<file path="config.mk">
export PLATFORM = sky130hd
export DESIGN_NAME = uart_tx_queue
export DESIGN_NICKNAME = d
export VERILOG_FILES = /design/src/rtl/uart_txq_pkg.sv /design/src/rtl/uart_txq_fifo.sv /design/src/rtl/uart_txq_shift.sv /design/src/rtl/uart_tx_queue.sv
export SDC_FILE = /design/constraint.sdc
export NUM_CORES = 1
export LEC_CHECK = 0
export BUFFER_PORTS_ARGS = -buffer_cell sky130_fd_sc_hd__buf_2
export CAP_MARGIN = 20
export CORE_ASPECT_RATIO = 0.5
export CORE_MARGIN = 2
export CORE_UTILIZATION = 45
export CTS_CLUSTER_SIZE = 10
export DETAILED_ROUTE_END_ITERATION = 10
export REMOVE_ABC_BUFFERS = 1
export SYNTH_ARGS = -nofsm -noshare
export SYNTH_HDL_FRONTEND = slang
export SYNTH_SLANG_ARGS = --single-unit
</file>
<file path="constraint.sdc">
create_clock -name clk -period 7.3 [get_ports clk]
set_clock_uncertainty 0.2 [all_clocks]
set_input_delay 0 -clock clk [delete_from_list [all_inputs] [get_ports clk]]
set_output_delay 0 -clock clk [all_outputs]
set_load 0.01 [all_outputs]
</file>
<file path="src/rtl/uart_txq_pkg.sv">
package uart_txq_pkg;
    // Longest frame: start + 8 data + parity + 2 stop
    localparam int FRAME_MAX = 12;
    localparam int FLEN_W    = 4;

    typedef struct packed {
        logic word8;
        logic two_stop;
        logic par_en;
        logic par_odd;
    } txq_fmt_t;
endpackage

</file>
<file path="src/rtl/uart_txq_fifo.sv">
module uart_txq_fifo #(
    parameter int DW    = 8,
    parameter int DEPTH = 32,
    localparam int AW   = $clog2(DEPTH),
    localparam int LW   = $clog2(DEPTH + 1)
) (
    input  logic          clk,
    input  logic          rst_n,
    input  logic          clr,
    input  logic          push,
    input  logic [DW-1:0] din,
    input  logic          pop,
    output logic [DW-1:0] dout,
    output logic [LW-1:0] level
);
    typedef struct packed {
        logic [AW-1:0] wp;
        logic [AW-1:0] rp;
        logic [LW-1:0] lvl;
    } fifo_st_t;

    fifo_st_t st_d, st_q;
    logic [DW-1:0] mem_q [DEPTH];
    logic push_ok, pop_ok;

    always_comb begin
        st_d    = st_q;
        pop_ok  = pop && (st_q.lvl != '0);
        push_ok = push && (st_q.lvl != LW'(DEPTH));
        if (clr) begin
            st_d = '0;
        end else begin
            if (push_ok)
                st_d.wp = (st_q.wp == AW'(DEPTH - 1)) ? '0 : st_q.wp + 1'b1;
            if (pop_ok)
                st_d.rp = (st_q.rp == AW'(DEPTH - 1)) ? '0 : st_q.rp + 1'b1;
            case ({push_ok, pop_ok})
                2'b10:   st_d.lvl = st_q.lvl + 1'b1;
                2'b01:   st_d.lvl = st_q.lvl - 1'b1;
                default: st_d.lvl = st_q.lvl;
            endcase
        end
    end

    always_ff @(posedge clk or negedge rst_n) begin
        if (!rst_n) st_q <= '0;
        else        st_q <= st_d;
    end

    always_ff @(posedge clk) begin
        if (push_ok && !clr) mem_q[st_q.wp] <= din;
    end

    assign dout  = mem_q[st_q.rp];
    assign level = st_q.lvl;
endmodule

</file>
<file path="src/rtl/uart_txq_shift.sv">
module uart_txq_shift
    import uart_txq_pkg::*;
#(
    parameter int OSR = 16,
    localparam int CW = $clog2(OSR)
) (
    input  logic       clk,
    input  logic       rst_n,
    input  logic       clr,
    input  logic       tick,
    input  logic       avail,
    input  logic [7:0] din,
    input  txq_fmt_t   fmt,
    output logic       pop,
    output logic       txd,
    output logic       busy
);
    typedef struct packed {
        logic                 busy;
        logic [FRAME_MAX-1:0] sh;
        logic [FLEN_W-1:0]    left;
        logic [CW-1:0]        phase;
    } sh_st_t;

    sh_st_t st_d, st_q;
    logic [FRAME_MAX-1:0] frame;
    logic [FLEN_W-1:0]    flen;
    logic [7:0]           dsel;
    logic                 par;

    // Frame assembly from the queue head and the current format
    always_comb begin
        dsel  = fmt.word8 ? din : {1'b0, din[6:0]};
        par   = fmt.par_odd ? ~(^dsel) : (^dsel);
        frame = '1;
        frame[0]   = 1'b0;
        frame[7:1] = dsel[6:0];
        if (fmt.word8) frame[8] = dsel[7];
        if (fmt.par_en) begin
            if (fmt.word8) frame[9] = par;
            else           frame[8] = par;
        end
        flen = FLEN_W'(1) + (fmt.word8 ? FLEN_W'(8) : FLEN_W'(7))
             + FLEN_W'(fmt.par_en) + (fmt.two_stop ? FLEN_W'(2) : FLEN_W'(1));
    end

    always_comb begin
        st_d = st_q;
        pop  = 1'b0;
        if (clr) begin
            st_d    = '0;
            st_d.sh = '1;
        end else if (!st_q.busy) begin
            if (avail) begin
                pop        = 1'b1;
                st_d.busy  = 1'b1;
                st_d.sh    = frame;
                st_d.left  = flen;
                st_d.phase = '0;
            end
        end else if (tick) begin
            if (st_q.phase == CW'(OSR - 1)) begin
                st_d.phase = '0;
                st_d.sh    = {1'b1, st_q.sh[FRAME_MAX-1:1]};
                st_d.left  = st_q.left - 1'b1;
                if (st_q.left == FLEN_W'(1)) st_d.busy = 1'b0;
            end else begin
                st_d.phase = st_q.phase + 1'b1;
            end
        end
    end

    always_ff @(posedge clk or negedge rst_n) begin
        if (!rst_n) begin
            st_q    <= '0;
            st_q.sh <= '1;
        end else begin
            st_q <= st_d;
        end
    end

    assign txd  = st_q.busy ? st_q.sh[0] : 1'b1;
    assign busy = st_q.busy;
endmodule

</file>
<file path="src/rtl/uart_tx_queue.sv">
module uart_tx_queue
    import uart_txq_pkg::*;
#(
    parameter int DEPTH   = 32,
    parameter int OSR     = 16,
    parameter int THR_RST = 2,
    localparam int LW     = $clog2(DEPTH + 1)
) (
    input  logic          clk,
    input  logic          rst_n,
    input  logic          soft_rst,
    input  logic          wr_en,
    input  logic [7:0]    wr_data,
    input  logic          thr_wr,
    input  logic [LW-1:0] thr_data,
    input  logic          tick16,
    input  logic          cfg_word8,
    input  logic          cfg_two_stop,
    input  logic          cfg_par_en,
    input  logic          cfg_par_odd,
    input  logic          rdy_irq_en,
    output logic          txd,
    output logic          tx_ready,
    output logic          fifo_empty,
    output logic          drain_done,
    output logic          ready_irq
);
    logic [LW-1:0] thr_d, thr_q;
    logic [LW-1:0] level_w;
    logic [7:0]    head_w;
    logic          pop_w, busy_w;
    txq_fmt_t      fmt_w;

    assign fmt_w = '{word8: cfg_word8, two_stop: cfg_two_stop,
                     par_en: cfg_par_en, par_odd: cfg_par_odd};

    always_comb begin
        thr_d = thr_q;
        if (thr_wr) thr_d = thr_data;
    end

    always_ff @(posedge clk or negedge rst_n) begin
        if (!rst_n) thr_q <= LW'(THR_RST);
        else        thr_q <= thr_d;
    end

    uart_txq_fifo #(.DW(8), .DEPTH(DEPTH)) u_fifo (
        .clk   (clk),
        .rst_n (rst_n),
        .clr   (soft_rst),
        .push  (wr_en),
        .din   (wr_data),
        .pop   (pop_w),
        .dout  (head_w),
        .level (level_w)
    );

    uart_txq_shift #(.OSR(OSR)) u_shift (
        .clk   (clk),
        .rst_n (rst_n),
        .clr   (soft_rst),
        .tick  (tick16),
        .avail (level_w != '0),
        .din   (head_w),
        .fmt   (fmt_w),
        .pop   (pop_w),
        .txd   (txd),
        .busy  (busy_w)
    );

    assign fifo_empty = (level_w == '0);
    assign tx_ready   = (level_w < thr_q);
    assign drain_done = fifo_empty && !busy_w;
    assign ready_irq  = tx_ready && rdy_irq_en;
endmodule

</file>
* Yosys cells after proc, flatten, opt, wreduce, memory -nomap -nowiden
Memory sizes are Yosys's and may differ from the RTL's. Cells that the tools add are included.
Word-level totals: logic and storage cells 72, register bits after elaboration 43, memories 1, output and inout bits 5, bits in writable memories 256
Memories:
- u_fifo.mem_q | words 32, bits a word 8, rd ports 1, clocked after Yosys merged registers in 0, write ports 1, RTL line uart_txq_fifo.sv:23 | logic [DW-1:0] mem_q [DEPTH];
Cells by class: equal/unequal tests 9, bitwise logic cells 1, $lt $le $gt $ge 1, mux-type cells 27, add/subtract/negate cells 9, reduce and logical (&&, ||, !) cells 16
Operators with widths (number):
- 2-to-1 mux 21 bit | 4
- 2-to-1 mux 5 bit | 4
- 2-to-1 mux 17 bit | 1
- 2-to-1 mux 16 bit | 1
- one-hot mux 6 bit (2 select lines) | 1
- 2-to-1 mux 1 bit | 11
- adder 5 x 1 -> 5 bit, second input constant | 2
- equality test 5 bit, second input constant | 2
- 2-to-1 mux 4 bit | 2
- 2-to-1 mux 8 bit | 1
- XOR reduction 8 bit | 1
- adder 6 x 1 -> 6 bit, second input constant | 1
- logical NOT 6 bit | 1
- < comparator 6 bit | 1
- != test 3 bit, second input constant | 2
- != test 6 bit, second input constant | 1
- nonzero test 3 bit | 2
- nonzero test 6 bit | 1
- subtractor 6 x 1 -> 6 bit, second input constant | 1
- logical AND 1 bit | 5
- adder 1 x 4 -> 4 bit, first input constant | 1
- adder 4 x 1 -> 4 bit | 1
- adder 4 x 1 -> 4 bit, second input constant | 1
- adder 4 bit | 1
- 11 further kinds | 14

* Depth between registers and ports, before layout
Gate-level depths: netlist of run 1. An unclocked memory read counts as a cell.
word-level depth 10, gate-level depth with buffers 12, mapped depth without buffers 11

* Cells and area by module
A second synthesis of run 1 with hierarchy kept.
Unflattened totals: cells, all modules 714, area total of the unflattened synthesis 12665.9 sq um
By module, submodules not included:
- uart_txq_fifo | instances 1, area an instance 11006.8 sq um, cells each 539, seq. area each 8087.8 sq um
- uart_txq_shift | instances 1, area an instance 1273.7 sq um, cells each 131, seq. area each 540.5 sq um
- uart_tx_queue | instances 1, area an instance 385.4 sq um, cells each 44, seq. area each 151.4 sq um

* Worst setup path after synthesis of run 1
No wires, ideal clock.
path kind register -> register, start point register u_fifo.st_q[6] (netlist bit), end point register u_shift.st_q[17] (netlist bit), path slack 4.244 ns, cell stages (with the launch flop) 11, path buffers 3, setup time 0.073 ns, arrival time 2.783 ns, period minus slack after synthesis 3.056 ns, cells stage by stage dfrtp_1 buf_6 buf_8 buf_8 mux4_2 o211a_1 nor4b_2 xnor3_1 xnor3_2 xnor2_1 a21oi_1
On the way: word-level cells in the longest chain between the ends 10
RTL lines:
- start, declared | RTL line uart_txq_fifo.sv:22 | fifo_st_t st_d, st_q;
- start signal, assigned | RTL line uart_txq_fifo.sv:47 | else st_q <= st_d;
- memory read (32 x 8 bit) (*)
- 2-to-1 mux 8 bit (*) | RTL line uart_txq_shift.sv:33 | dsel = fmt.word8 ? din : {1'b0, din[6:0]};
- XOR reduction 8 bit (*) | RTL line uart_txq_shift.sv:34 | par = fmt.par_odd ? ~(^dsel) : (^dsel);
- NOT 1 bit | RTL line uart_txq_shift.sv:34
- 2-to-1 mux 1 bit (*) | RTL line uart_txq_shift.sv:34
- 2-to-1 mux 1 bit (*) | RTL line uart_txq_shift.sv:40 | if (fmt.word8) frame[9] = par;
- 2-to-1 mux 2 bit (*) | RTL line uart_txq_shift.sv:39 | if (fmt.par_en) begin
- 2-to-1 mux 21 bit (*) | RTL line uart_txq_shift.sv:54 | if (avail) begin
- 2-to-1 mux 21 bit (*) | RTL line uart_txq_shift.sv:53 | end else if (!st_q.busy) begin
- 2-to-1 mux 21 bit (*) | RTL line uart_txq_shift.sv:50 | if (clr) begin
- end signal, assigned | RTL line uart_txq_shift.sv:78 | st_q <= st_d;
- end, declared | RTL line uart_txq_shift.sv:25 | sh_st_t st_d, st_q;
Mark *: on every way between the ends. The rest lies on a longest branch, timed or not. The select of a mux whose other input is x is not followed. A chain may end at the register's enable or synchronous reset.

* Worst setup path after layout of run 1
start point register u_fifo.st_q[6] (netlist bit), end point register u_shift.st_q[16] (netlist bit)
On the way: word-level cells in the longest chain between the ends 10
RTL lines (RTL line):
- memory read (32 x 8 bit) (*)
- 2-to-1 mux 8 bit (*) | uart_txq_shift.sv:33
- XOR reduction 8 bit | uart_txq_shift.sv:34
- NOT 1 bit | uart_txq_shift.sv:34
- 2-to-1 mux 1 bit | uart_txq_shift.sv:34
- 2-to-1 mux 1 bit | uart_txq_shift.sv:40
- 2-to-1 mux 2 bit (*) | uart_txq_shift.sv:39
- 2-to-1 mux 21 bit (*) | uart_txq_shift.sv:54
- 2-to-1 mux 21 bit (*) | uart_txq_shift.sv:53
- 2-to-1 mux 21 bit (*) | uart_txq_shift.sv:50
Marks and branches as above.

==> results summary, run 1 <==
The run finished with clean final reports. Power spread over the standard cell area amounts to 330 nW/um^2. After legalization and detailed placement, the total HPWL measured 16.7 mm. The worst setup path is of the reg -> reg kind.

The data arrival at the endpoint of the critical path came out at 4.91 ns. Summed over all cells, the static leakage comes to 4.82 nW. The detailed-route vias per instance came out at 5.71.

Walking the worst path, the cells encountered are buf_4 -> mux4_2 -> mux2i_1 -> nor2_1 -> nor4b_2 -> xnor3_1 -> xnor3_2 -> a21oi_1 -> dlygate4sd3_1 -> o21a_1. The internal power of the cells totals 3.41 mW. The initial antenna violation count came out at 0. The count of final max-slew check failures was 0. In the final timing run, aggregate negative setup slack is 0 ns. The count of endpoints failing hold in the final timing report is 0.

The number of instances resized during post-cts repair came out at 0. The clock network power share is 32.2%. The area of the die is 29600 sq um. The wire length of the first global-routing pass came out at 42.6 mm. The post-synthesis cell type with the largest combined area is edfxtp_1. The net switching power is 1.36 mW. The x dimension of the die came out at 241 um. The detailed route wirelength on metal3 came out at 2.16 mm. The path class of the tightest hold or removal check is in -> reg.

The synthesized instance count is 760. The final-report setup violation count came out at 0. The number of H-tree branching levels came out at 2. Setup repair after global routing left no endpoint under its margin. The summed instance area of the synthesized netlist came out at 12700 sq um. The switching portion of total power came out at 28.5%. The synthesis-stage register bit count is 299. Among all flip-flop cells after synthesis, the most frequent one is edfxtp_1. In this run, the number of DRC markers left after iteration 0 of detailed routing was 685.

The count of max-cap constraint violations is 0. The clock net sink count is 299. IR analysis of the VDD net gives a maximum drop of 0.174 mV. The area growth from synthesis to final layout is 14.2%.

The pin count of the biggest net entering global routing came out at 44. The count of synthesis-stage warnings from yosys came out at 0. The core region area came out at 27700 sq um.

The post-route antenna net violation count came out at 0. The total wire length after detailed routing is 27.8 mm. The via total after detailed routing is 6984. The quantity of I/O buffers inserted on ports came out at 29.

Measured on the finished design, the core utilization comes to 52.2%. The die extent in y came out at 123 um. The detailed-route DRC error count came out at 0.

The number of synthesized flops with an enable pin came out at 256. Headroom to the max-slew limit came out at 30.2%. The antenna diode instance count is 0. The largest individual stage delay along the critical path comes from the cell dfrtp_4.

The net count of the finished layout is 876. Sorting the synthesized cells by area gives the leading types as edfxtp_1, mux4_2, dfrtp_1. The number of global-route vias before repair is 6857. After floorplanning, the core was divided into 43 placement rows. The total CTS buffers came out at 35. The final critical path takes up 63.8% of the cycle. The clock insertion delay at the later pin of the skew report is 0.53 ns. The total overflow left after global routing is 0.

The type of destination of the critical path is a register. The maximum fanout count along the critical path is 41. The final RePlAce weighted congestion came out at 0.795. For this run, the register share of the synthesized area comes to 69.4%. The synthesized area divided by synthesized cell count came out at 16.7 sq um. The initial standard-cell utilization of the core came out at 45.7%. The largest single stage delay on the critical path is 0.76 ns.

The share of flip-flops with an asynchronous set or reset is 14.4%. The detailed-router iteration count before antenna repair came out at 4. The overall power came out at 4.77 mW. The number of buffers on the longest clock path is 3.

The clock-pin transition on the worst setup and hold timing paths is 0.06 ns. The total met2 wirelength after detailed routing came out at 12.5 mm. STA classifies the critical path startpoint as a register. The power share of the sequential group is 43.5%. The average wire per standard cell is 22.7 um. The critical path required time came out at 7.55 ns. Based on the critical path, the design can be clocked at up to 215 MHz. The overall global routing resource usage came out at 19.8%.

The area share of the largest cell type after synthesis is 60.7%. The final critical-path required period is 4.66 ns. The fraction of final layout cells sized beyond drive strength 1 is 18.2%. The number of top-level pins is 30.

The distinct cell type count after synthesis came out at 60. At the pin with the least slew margin, the transition time is 1.04 ns. The part of the total power dissipated in combinational logic is 24.3%. CTS placed an instance of clkbuf_16 at the clock tree root. In this run the top signal layer used is met4. TritonCTS built the clock tree. After detailed routing, the wire length on met1 is 12.6 mm.
## repair_timing
item                                   4_1_cts  5_1_grt
endpoints found under the hold margin      331       30
buffers inserted                             0        0
hold buffers                                33        1
## per-layer routing
metal  vias up  GRT usage (%)
met2       249           29.4
met1      3601           29.4
met3        36           4.25
li1       3098              -
met5         -              0
met4         0           5.94
## cells in the mapped netlist (2+ instances only)
cell type	instances
buf_8	2
nor2b_1	3
a311oi_1	2
o21ai_0	21
a21oi_1	21
mux4_2	54
o32ai_1	2
buf_6	2
o221ai_1	4
nand2_1	37
nand2b_1	7
a211oi_1	8
nor2_1	84
mux2i_1	36
clkbuf_1	22
buf_4	2
o41ai_1	2
a31oi_1	3
inv_1	22
nand3_1	6
nand3b_1	4
dfstp_2	13
edfxtp_1	256
nor3_1	4
buf_2	9
xor2_1	3
ha_1	23
mux4_1	4
dfrtp_1	30
o21a_1	6
xnor2_1	6
and2_1	5
o22ai_1	7
or2_2	3
or3_1	2
nor4b_1	2
and3_1	5
a221oi_1	10
a22oi_1	5
mux2_2	3
## area by class of cell
type	count	area, sq um
clock inverter	2	25.0
multi-input combinational	401	3600
sequential	299	8790
fill	2245	13200
clock buffer	48	946
tap	382	478
inverter	22	82.6
timing repair buffer	69	543
## critical path: cells and delay by family, from the launching register on
family	cells	cell delay (ns)
buffers and inverters	2	1.27
muxes	2	0.79
DFF	1	0.76
xor gates and xnor gates	2	0.71
and+or+nand+nor	2	0.53
AOI/OAI and AO/OA	2	0.27
## cells in the final DEF, fill, tap and decap left out, drive strengths merged, types with 3 or more instances in the layout
master	netlist	layout
nand3b	4	4
mux2	3	3
or2	3	3
edfxtp	256	256
nand2b	7	7
o21ai	21	21
and3	5	5
xor2	3	3
a211oi	8	8
o21a	6	6
clkbuf	22	48
a221oi	10	10
dfstp	13	13
inv	22	23
nor4b	3	3
dfrtp	30	30
and2	6	6
nand3	6	6
a22oi	5	5
buf	16	35
dlygate4sd3	0	34
xnor2	6	6
a31oi	3	3
o22ai	7	7
mux4	58	58
o221ai	4	4
ha	23	23
nor2b	3	3
nand2	37	37
nor2	84	84
mux2i	36	36
a21oi	21	21
nor3	4	4
## power by group through the flow
| stage | sequential (mW) | combinational, mW | clock [mW] |
|---|---|---|---|
| after floorplan | 2.13 | 0.809 | 0 |
| after global placement | 2.11 | 1.12 | 0 |
| after detailed placement | 2.11 | 1.13 | 0 |
| after CTS | 2.08 | 1.16 | 1.56 |
| after global routing | 2.10 | 1.27 | 1.65 |
| final | 2.08 | 1.16 | 1.54 |
## sequential cells by signal (all words and copies together) (netlist names)
name / cells
u_fifo.mem_q: 256
u_fifo.st_q: 10
u_fifo.level: 6
thr_q: 6
u_shift.st_q: 20
u_shift.busy: 1
## stage by stage
step	cells	hold slack [ns]	instance area (sq um)	setup slack, ns
2_1_floorplan	722	-0.496	12500	2.33
6_report	1223	0.0621	14500	2.64
5_1_grt	1223	0.123	14500	2.34
3_3_place_gp	1138	0.00582	13100	3.20
3_5_place_dp	1138	0.0167	13100	3.18
4_1_cts	1221	0.00296	14400	2.63
## final timing paths
kind,startpoint,end,slack [ns],depth (start not counted)
setup / recovery,u_fifo.st_q[6],u_shift.st_q[16],2.64,10
hold / removal,cfg_par_odd,u_shift.st_q[17],0.06,5
setup reg to reg,u_fifo.st_q[6],u_shift.st_q[16],2.64,10
hold reg to reg,u_shift.st_q[8],u_shift.st_q[8],0.31,2
max in group asynchronous,rst_n,u_shift.st_q[13],6.21,4
min in group asynchronous,rst_n,thr_q[0],0.16,3
## logic make-up (layout without fill, tap and decap cells)
kind of cell / count (synthesis) / after routing / share of synthesized area (%)
adder cells (fa/ha/maj): 23 / 23 / 2.27
AND/OR/NAND/NOR: 168 / 168 / 6.02
multiplexers: 97 / 97 / 13.6
XOR/XNOR: 12 / 12 / 1.18
AO/OA/AOI/OAI: 101 / 101 / 5.41
buffers and inverters: 60 / 141 / 2.22
flip-flops: 299 / 299 / 69.4
Note: power is estimated with default switching activity, not from simulation.
==> inputs of run 2 (changes only) <==
==> constraint.sdc (replaced) <==
create_clock -name clk -period 4.86 [get_ports clk]
set_clock_uncertainty 0.2 [all_clocks]
set_input_delay 0 -clock clk [delete_from_list [all_inputs] [get_ports clk]]
set_output_delay 0 -clock clk [all_outputs]
set_load 0.01 [all_outputs]
==> run 2 against run 1 <==
Global-route usage hardly changed. Utilization is 0.063 points lower. Non-clock buffer count is 2 lower. Count of clock-buffer cells in the layout is 1 higher. Worst setup slack worse by 2.2 ns. Clock power is 50% higher. Combinational power is 47% higher. Sequential power is 53% higher. Critical path type unchanged.
==> results summary, run 2 (same netlist as run 1, synthesis figures left out) <==
The worst setup path startpoint is u_fifo.st_q[7]. The via total after detailed routing is 6922 (-0.89%). The total wire length after detailed routing is 27.8 mm (+0.24%). The final critical-path required period is 4.41 ns (-0.254 ns). The maximum clock frequency is 227 MHz (+5.8%). The initial standard-cell utilization of the core came out at 45.7% (unchanged). The internal power component came out at 5.16 mW (+51%). The initial antenna violation count came to 0 (unchanged). The detailed-router iteration count before antenna repair is 5 (+1).

The leakage power total came out at 4.81 nW (-0.19%). The highest ir drop seen on vdd came to 0.228 mV (+31%). The clock net sink count came to 299 (unchanged).

The placement-stage worst setup slack is 0.987 ns (-2.19 ns). The number of design-rule violations left by the first detailed-router iteration came out at 712 (+3.9%). The total met2 wirelength after detailed routing came out at 12.6 mm (+0.51%). The power share of the sequential group was 44.2% (+0.7 points). The area growth from synthesis to final layout came out at 14.1%. The number of global-route vias before repair was 6965 (+1.6%).

The flip-flop count of the largest register, all copies and words added is 256 (unchanged). The flow ran to the end, and the final reports show no timing, DRC or antenna violations. The cell area after layout is 14400 sq um (-0.12%). The final-report setup violation count came out at 0 (unchanged). The number of buffers on the longest clock path is 3 (unchanged). The power density over cell area came out at 498 nW/um^2 (+51%).

The detailed route wirelength on metal3 is 2.01 mm (-6.8%). The transition time of the tightest slew-check pin is 1.04 ns (+0.00152 ns). Following the worst setup path forward leads to its endpoint at u_shift.st_q[16].

The worst reg-to-reg path cell count came out at 9 (-1). The type of destination of the critical path is a register. The number of H-tree branching levels is 2 (unchanged). The x dimension of the die is 241 um (unchanged).

In the layout the commonest cells are edfxtp_1, nor2_1, mux4_2. The fraction of final layout cells sized beyond drive strength 1 came out at 18.0% (-0.17 points). The total CTS buffers is 35 (unchanged). The startpoint identified for the worst register-to-register timing path is u_fifo.st_q[7]. The setup path with the least slack is of type reg -> reg. The detailed-route DRC error count is 0 (unchanged).

The highest routing layer actually used is met4. The net switching power came to 2.03 mW (+49%). The largest registers in the layout are u_fifo.mem_q: 256 flops, u_shift.st_q: 20 flops, u_fifo.st_q: 10 flops.

The share of the cycle needed by the critical path after routing came out at 90.7% (+27 points). The placed cell area came out at 13100 sq um (about the same). The path type of the worst min-delay path is in -> async. The site row count was 43 (unchanged). The detailed-route vias per instance is 5.67 (-0.64%).

The register with the most flip-flops is u_fifo.mem_q. The pin count of the biggest net entering global routing came out at 63 (+43%). The count of endpoints failing hold in the final timing report was 0 (unchanged). STA classifies the critical path startpoint as a register. The clock insertion delay at the later pin of the skew report came to 0.51 ns (-0.02 ns). The clock-pin transition on the worst setup and hold timing paths came out at 0.06 ns (about the same). The aggregate negative setup slack came out at 0 ns (unchanged). The antenna diode instance count came out at 0 (unchanged). The buffers inserted during post-CTS setup optimization came to 0 (unchanged). The final RePlAce weighted congestion is 0.794 (-0.10%). The maximum fanout count along the critical path is 62 (+51%). The remaining global-route overflow is 0 (unchanged). The wire length of the first global-routing pass is 42.4 mm (-0.41%).

The setup slack after layout came to 0.454 ns (-2.19 ns). The HPWL after detailed placement was 17.0 mm (+1.7%). The quantity of I/O buffers inserted on ports came to 29 (unchanged).

TritonCTS built the clock tree. The switching portion of total power is 28.2% (-0.26 points). The endpoint identified for the worst register-to-register timing path is u_shift.st_q[16]. The net count of the finished layout came out at 874 (-0.23%). The count of max-cap constraint violations is 0 (unchanged).

Setup repair after global routing left no endpoint under its margin. The number of top-level pins came to 30 (unchanged). The number of placed instances with taps included is 1138 (unchanged). The clock network power share was 32.2% (about the same). The core region area is 27700 sq um (unchanged).

Leaving out fill and tap cells, the most frequent cell in the layout is edfxtp_1. The normalized max-slew margin came out at 30.1% (-0.10 points). The area of the die is 29600 sq um (unchanged). The die extent in y is 123 um (unchanged).

The post-route antenna net violation count was 0 (unchanged). The tree is rooted in a clkbuf_16. The critical path required time came out at 5.11 ns (-2.44 ns). The average wire per standard cell came out at 22.8 um (+0.49%). The data arrival at the endpoint of the critical path came to 4.65 ns (-0.26 ns).

The overall global routing resource usage is 19.7% (-0.046 points). The routed length on met1 came out at 12.9 mm (+2.4%). The part of the total power dissipated in combinational logic came to 23.6% (-0.7 points).

The count of final max-slew check failures was 0 (unchanged). The final cell count without fillers is 1220 (-0.25%). The register-to-register path setup slack came out at 0.45 ns (-2.19 ns).
## run 2: worst min path at each step
stage                      endpoint  slack (ns)  cells past startpoint
finish              u_fifo.st_q[12]      0.0008                      2
global route         u_fifo.st_q[7]         0.1                      2
CTS                        thr_q[0]        0.03                      2
detailed placement         thr_q[0]        0.02                      1
global placement           thr_q[3]       0.005                      3
floorplan                  thr_q[0]       -0.50                      0
## run 2: layout make-up
cell class / count / area, sq um
sequential: 299 / 8790
clock buffer: 49 / 971
multi-input combinational: 401 / 3600
tap: 382 / 478
inverter: 22 / 82.6
timing repair buffer: 67 / 526
fill: 2222 / 13300
## run 2: through the flow
step / utilization [%] / hold slack [ns] / total power [mW]
3_3_place_gp: 47.4 / 0.00475 / 4.87
6_report: 52.1 / 0.000792 / 7.19
5_1_grt: 52.1 / 0.0965 / 7.52
3_5_place_dp: 47.4 / 0.0159 / 4.90
4_1_cts: 52.1 / 0.0299 / 7.24
2_1_floorplan: - / -0.496 / 4.41
## run 2: power groups by stage
stage               combinational [mW]  clock (mW)  sequential, mW
global placement                  1.63           0            3.24
CTS                               1.71        2.34            3.19
finish                            1.70        2.31            3.18
global route                      1.85        2.46            3.21
floorplan                         1.21           0            3.19
detailed placement                1.66           0            3.24
## run 2: what timing repair did
item	4_1_cts	5_1_grt
gates resized for setup	0	0
hold endpoints to repair	331	0
hold buffers	33	0
## run 2: critical path: stages (launching register included)
cell and delay (ns):
dfrtp_4 1.03, mux4_2 0.39, mux4_2 0.27, nor2_1 0.05, a211oi_1 0.59, xnor3_1 0.48, xnor3_2 0.42, a21oi_1 0.16
dlygate4sd3_1 0.57, o21a_1 0.11
## run 2: layer usage
metal,up-vias,track usage [%]
met5,-,0
met4,0,4.40
met3,34,4.41
met2,239,31.1
met1,3562,28.3
li1,3087,-
==> inputs of run 3 (changes only) <==
==> constraint.sdc (replaced) <==
create_clock -name clk -period 5.64 [get_ports clk]
set_clock_uncertainty 0.2 [all_clocks]
set_input_delay 0 -clock clk [delete_from_list [all_inputs] [get_ports clk]]
set_output_delay 0 -clock clk [all_outputs]
set_load 0.01 [all_outputs]
==> run 3 against run 2 <==
Via count grew 0.71%. Design area rose by 0.16%. Register-to-register slack improved by 0.55 ns. Worst setup slack gained 0.55 ns. Sequential cell count is the same. Combinational power is 15% lower. Non-clock buffer count grew 2. Critical path depth up 1. Largest power group unchanged. Fmax shrank 4.9%. Power fell by 14%. Critical path type unchanged. First-iteration DRC count is 3.1% higher.
==> results summary, run 3 (same netlist as run 1, synthesis figures left out) <==
The run finished with clean final reports. The net count of the finished layout is 877 (+0.34%). The placement-stage worst setup slack came to 1.51 ns (+0.525 ns). The area of the die is 29600 sq um (unchanged). The number of buffers on the longest clock path came out at 3 (unchanged). The pin count of the biggest net entering global routing is 54 (-14%). The HPWL after detailed placement is 17.4 mm (+2.3%). The final-report setup violation count came out at 0 (unchanged).

The via total after detailed routing is 6971 (+0.71%). The setup slack after layout came out at 1.01 ns (+0.553 ns). The critical path required time is 5.89 ns (+0.78 ns).

The count of endpoints failing hold in the final timing report was 0 (unchanged). The maximum clock frequency came to 216 MHz (-4.9%). The kind of critical path is reg -> reg. The total wire length after detailed routing came to 28.4 mm (+1.9%). The count of final max-slew check failures is 0 (unchanged). The x dimension of the die was 241 um (unchanged). The clock net sink count is 299 (unchanged).

STA classifies the critical path endpoint as a register. The detailed-route DRC error count was 0 (unchanged). The library cell used most frequently in the layout, excluding fill and tap cells, is edfxtp_1. The initial antenna violation count is 1 (+1). The initial standard-cell utilization of the core is 45.7% (unchanged). The remaining global-route overflow is 0 (unchanged). The total CTS buffers is 36 (+2.9%).

The post-route antenna net violation count is 0 (unchanged). The worst hold path belongs to the class in -> reg. The clock insertion delay at the later pin of the skew report was 0.52 ns (about the same). The final RePlAce weighted congestion was 0.791 (-0.40%). The buffers inserted during post-CTS setup optimization came to 0 (unchanged). The detailed-route vias per instance came out at 5.70 (+0.46%). The wire length of the first global-routing pass is 42.9 mm (+1.2%). The antenna diode instance count came out at 0 (unchanged). The number of design-rule violations left by the first detailed-router iteration came out at 734 (+3.1%).

The area growth from synthesis to final layout came out at 14.3%. The maximum fanout count along the critical path came out at 51 (-18%). Setup repair after global routing left no endpoint under its margin. More flip-flops sit in one register than any other, and that register is u_fifo.mem_q. TritonCTS built the clock tree.

The power density over cell area is 428 nW/um^2 (-14%). The largest registers in the layout are u_fifo.mem_q: 256 flops, u_shift.st_q: 20 flops, u_fifo.st_q: 10 flops. The quantity of I/O buffers inserted on ports came out at 29 (unchanged). Leaving out fill and tap cells, the most frequent cells in the layout are edfxtp_1, nor2_1, mux4_2. The number of global-route vias before repair is 7043 (+1.1%).

The number of top-level pins came to 30 (unchanged). The leakage power total was 4.82 nW (+0.26%). CTS placed an instance of clkbuf_16 at the clock tree root. The fraction of final layout cells sized beyond drive strength 1 came out at 18.3% (+0.29 points). The die extent in y is 123 um (unchanged). The highest ir drop seen on vdd is 0.204 mV (-10%). The aggregate negative setup slack came out at 0 ns (unchanged). The core region area is 27700 sq um (unchanged).

The transition time of the tightest slew-check pin was 1.03 ns (-0.00998 ns). The number of H-tree branching levels came to 2 (unchanged). The average wire per standard cell came to 23.2 um (+1.6%). The count of max-cap constraint violations came out at 0 (unchanged).

The clock-pin transition on the worst setup and hold timing paths came to 0.06 ns (about the same). The detailed-router iteration count before antenna repair came out at 5 (unchanged). The worst hold margin is 0.0853 ns (+0.0845 ns).

The flip-flop count of the largest register, all copies and words added came to 256 (unchanged). The register-to-register path setup slack is 1.01 ns (+0.55 ns). The data arrival at the endpoint of the critical path is 4.89 ns (+0.24 ns).

STA classifies the critical path startpoint as a register. The site row count was 43 (unchanged). The share of the cycle needed by the critical path after routing is 82.1% (-8.5 points). The final critical-path required period is 4.63 ns (+0.227 ns). The normalized max-slew margin was 30.7% (+0.67 points).

The overall global routing resource usage is 20.0% (+0.26 points).
-- run 3: power breakdown --
| part | leakage, nW | switching, mW | internal, mW |
|---|---|---|---|
| Clock | 0.473 | 0.839 | 1.16 |
| Sequential | 2.84 | 0.239 | 2.51 |
| Combinational | 1.51 | 0.695 | 0.743 |
-- run 3: final timing paths --
path                                        from               end  cells after the start
worst max-delay path              u_fifo.st_q[6]  u_shift.st_q[16]                     10
worst min-delay path                 cfg_par_odd  u_shift.st_q[17]                      5
worst max register to register    u_fifo.st_q[6]  u_shift.st_q[16]                     10
worst min register to register  u_shift.st_q[11]  u_shift.st_q[11]                      2
max in group asynchronous                  rst_n  u_shift.st_q[15]                      4
min in group asynchronous                  rst_n          thr_q[2]                      3
-- run 3: timing repair --
item / in CTS / in global routing
hold buffers: 33 / 1
endpoints found under the hold margin: 331 / 7
gates resized for setup: 0 / 0
endpoints found under the setup margin: 0 / 0
-- run 3: layer usage --
layer  share of wire [%]  wire length, um  GRT usage [%]  up-vias
li1                    -                -              -     3095
met1                  46            12900           28.5     3600
met2                  45            12700           30.8      224
met3                 7.1             2000           4.63       52
met4                 2.4              681           6.33        0
met5                   0                0              0        -
-- run 3: critical path: stages, from the launching register on --
cell,delay [ns]
dfrtp_4,1.06
buf_4,0.46
mux4_1,0.60
mux4_2,0.47
nor2_1,0.11
nor2_1,0.11
xor3_1,0.39
xnor3_2,0.27
a21oi_1,0.15
dlygate4sd3_1,0.56
o21a_1,0.11
-- run 3: layout make-up --
class / instances / area, sq um
fillers: 2237 / 13200
well taps: 382 / 478
flip-flops and latches: 299 / 8790
repair buffers: 69 / 543
inverters: 22 / 82.6
multi-input cells: 401 / 3600
clock inverters: 3 / 33.8
clock buffers: 47 / 942
-- run 3: stage by stage --
step	cell area, sq um	total power, mW	cells	utilization [%]
after floorplan	12500	3.80	722	-
after global placement	13100	4.18	1138	47.4
after detailed placement	13100	4.21	1138	47.4
after CTS	14400	6.24	1221	52.1
after global routing	14500	6.48	1223	52.2
final	14500	6.19	1223	52.2
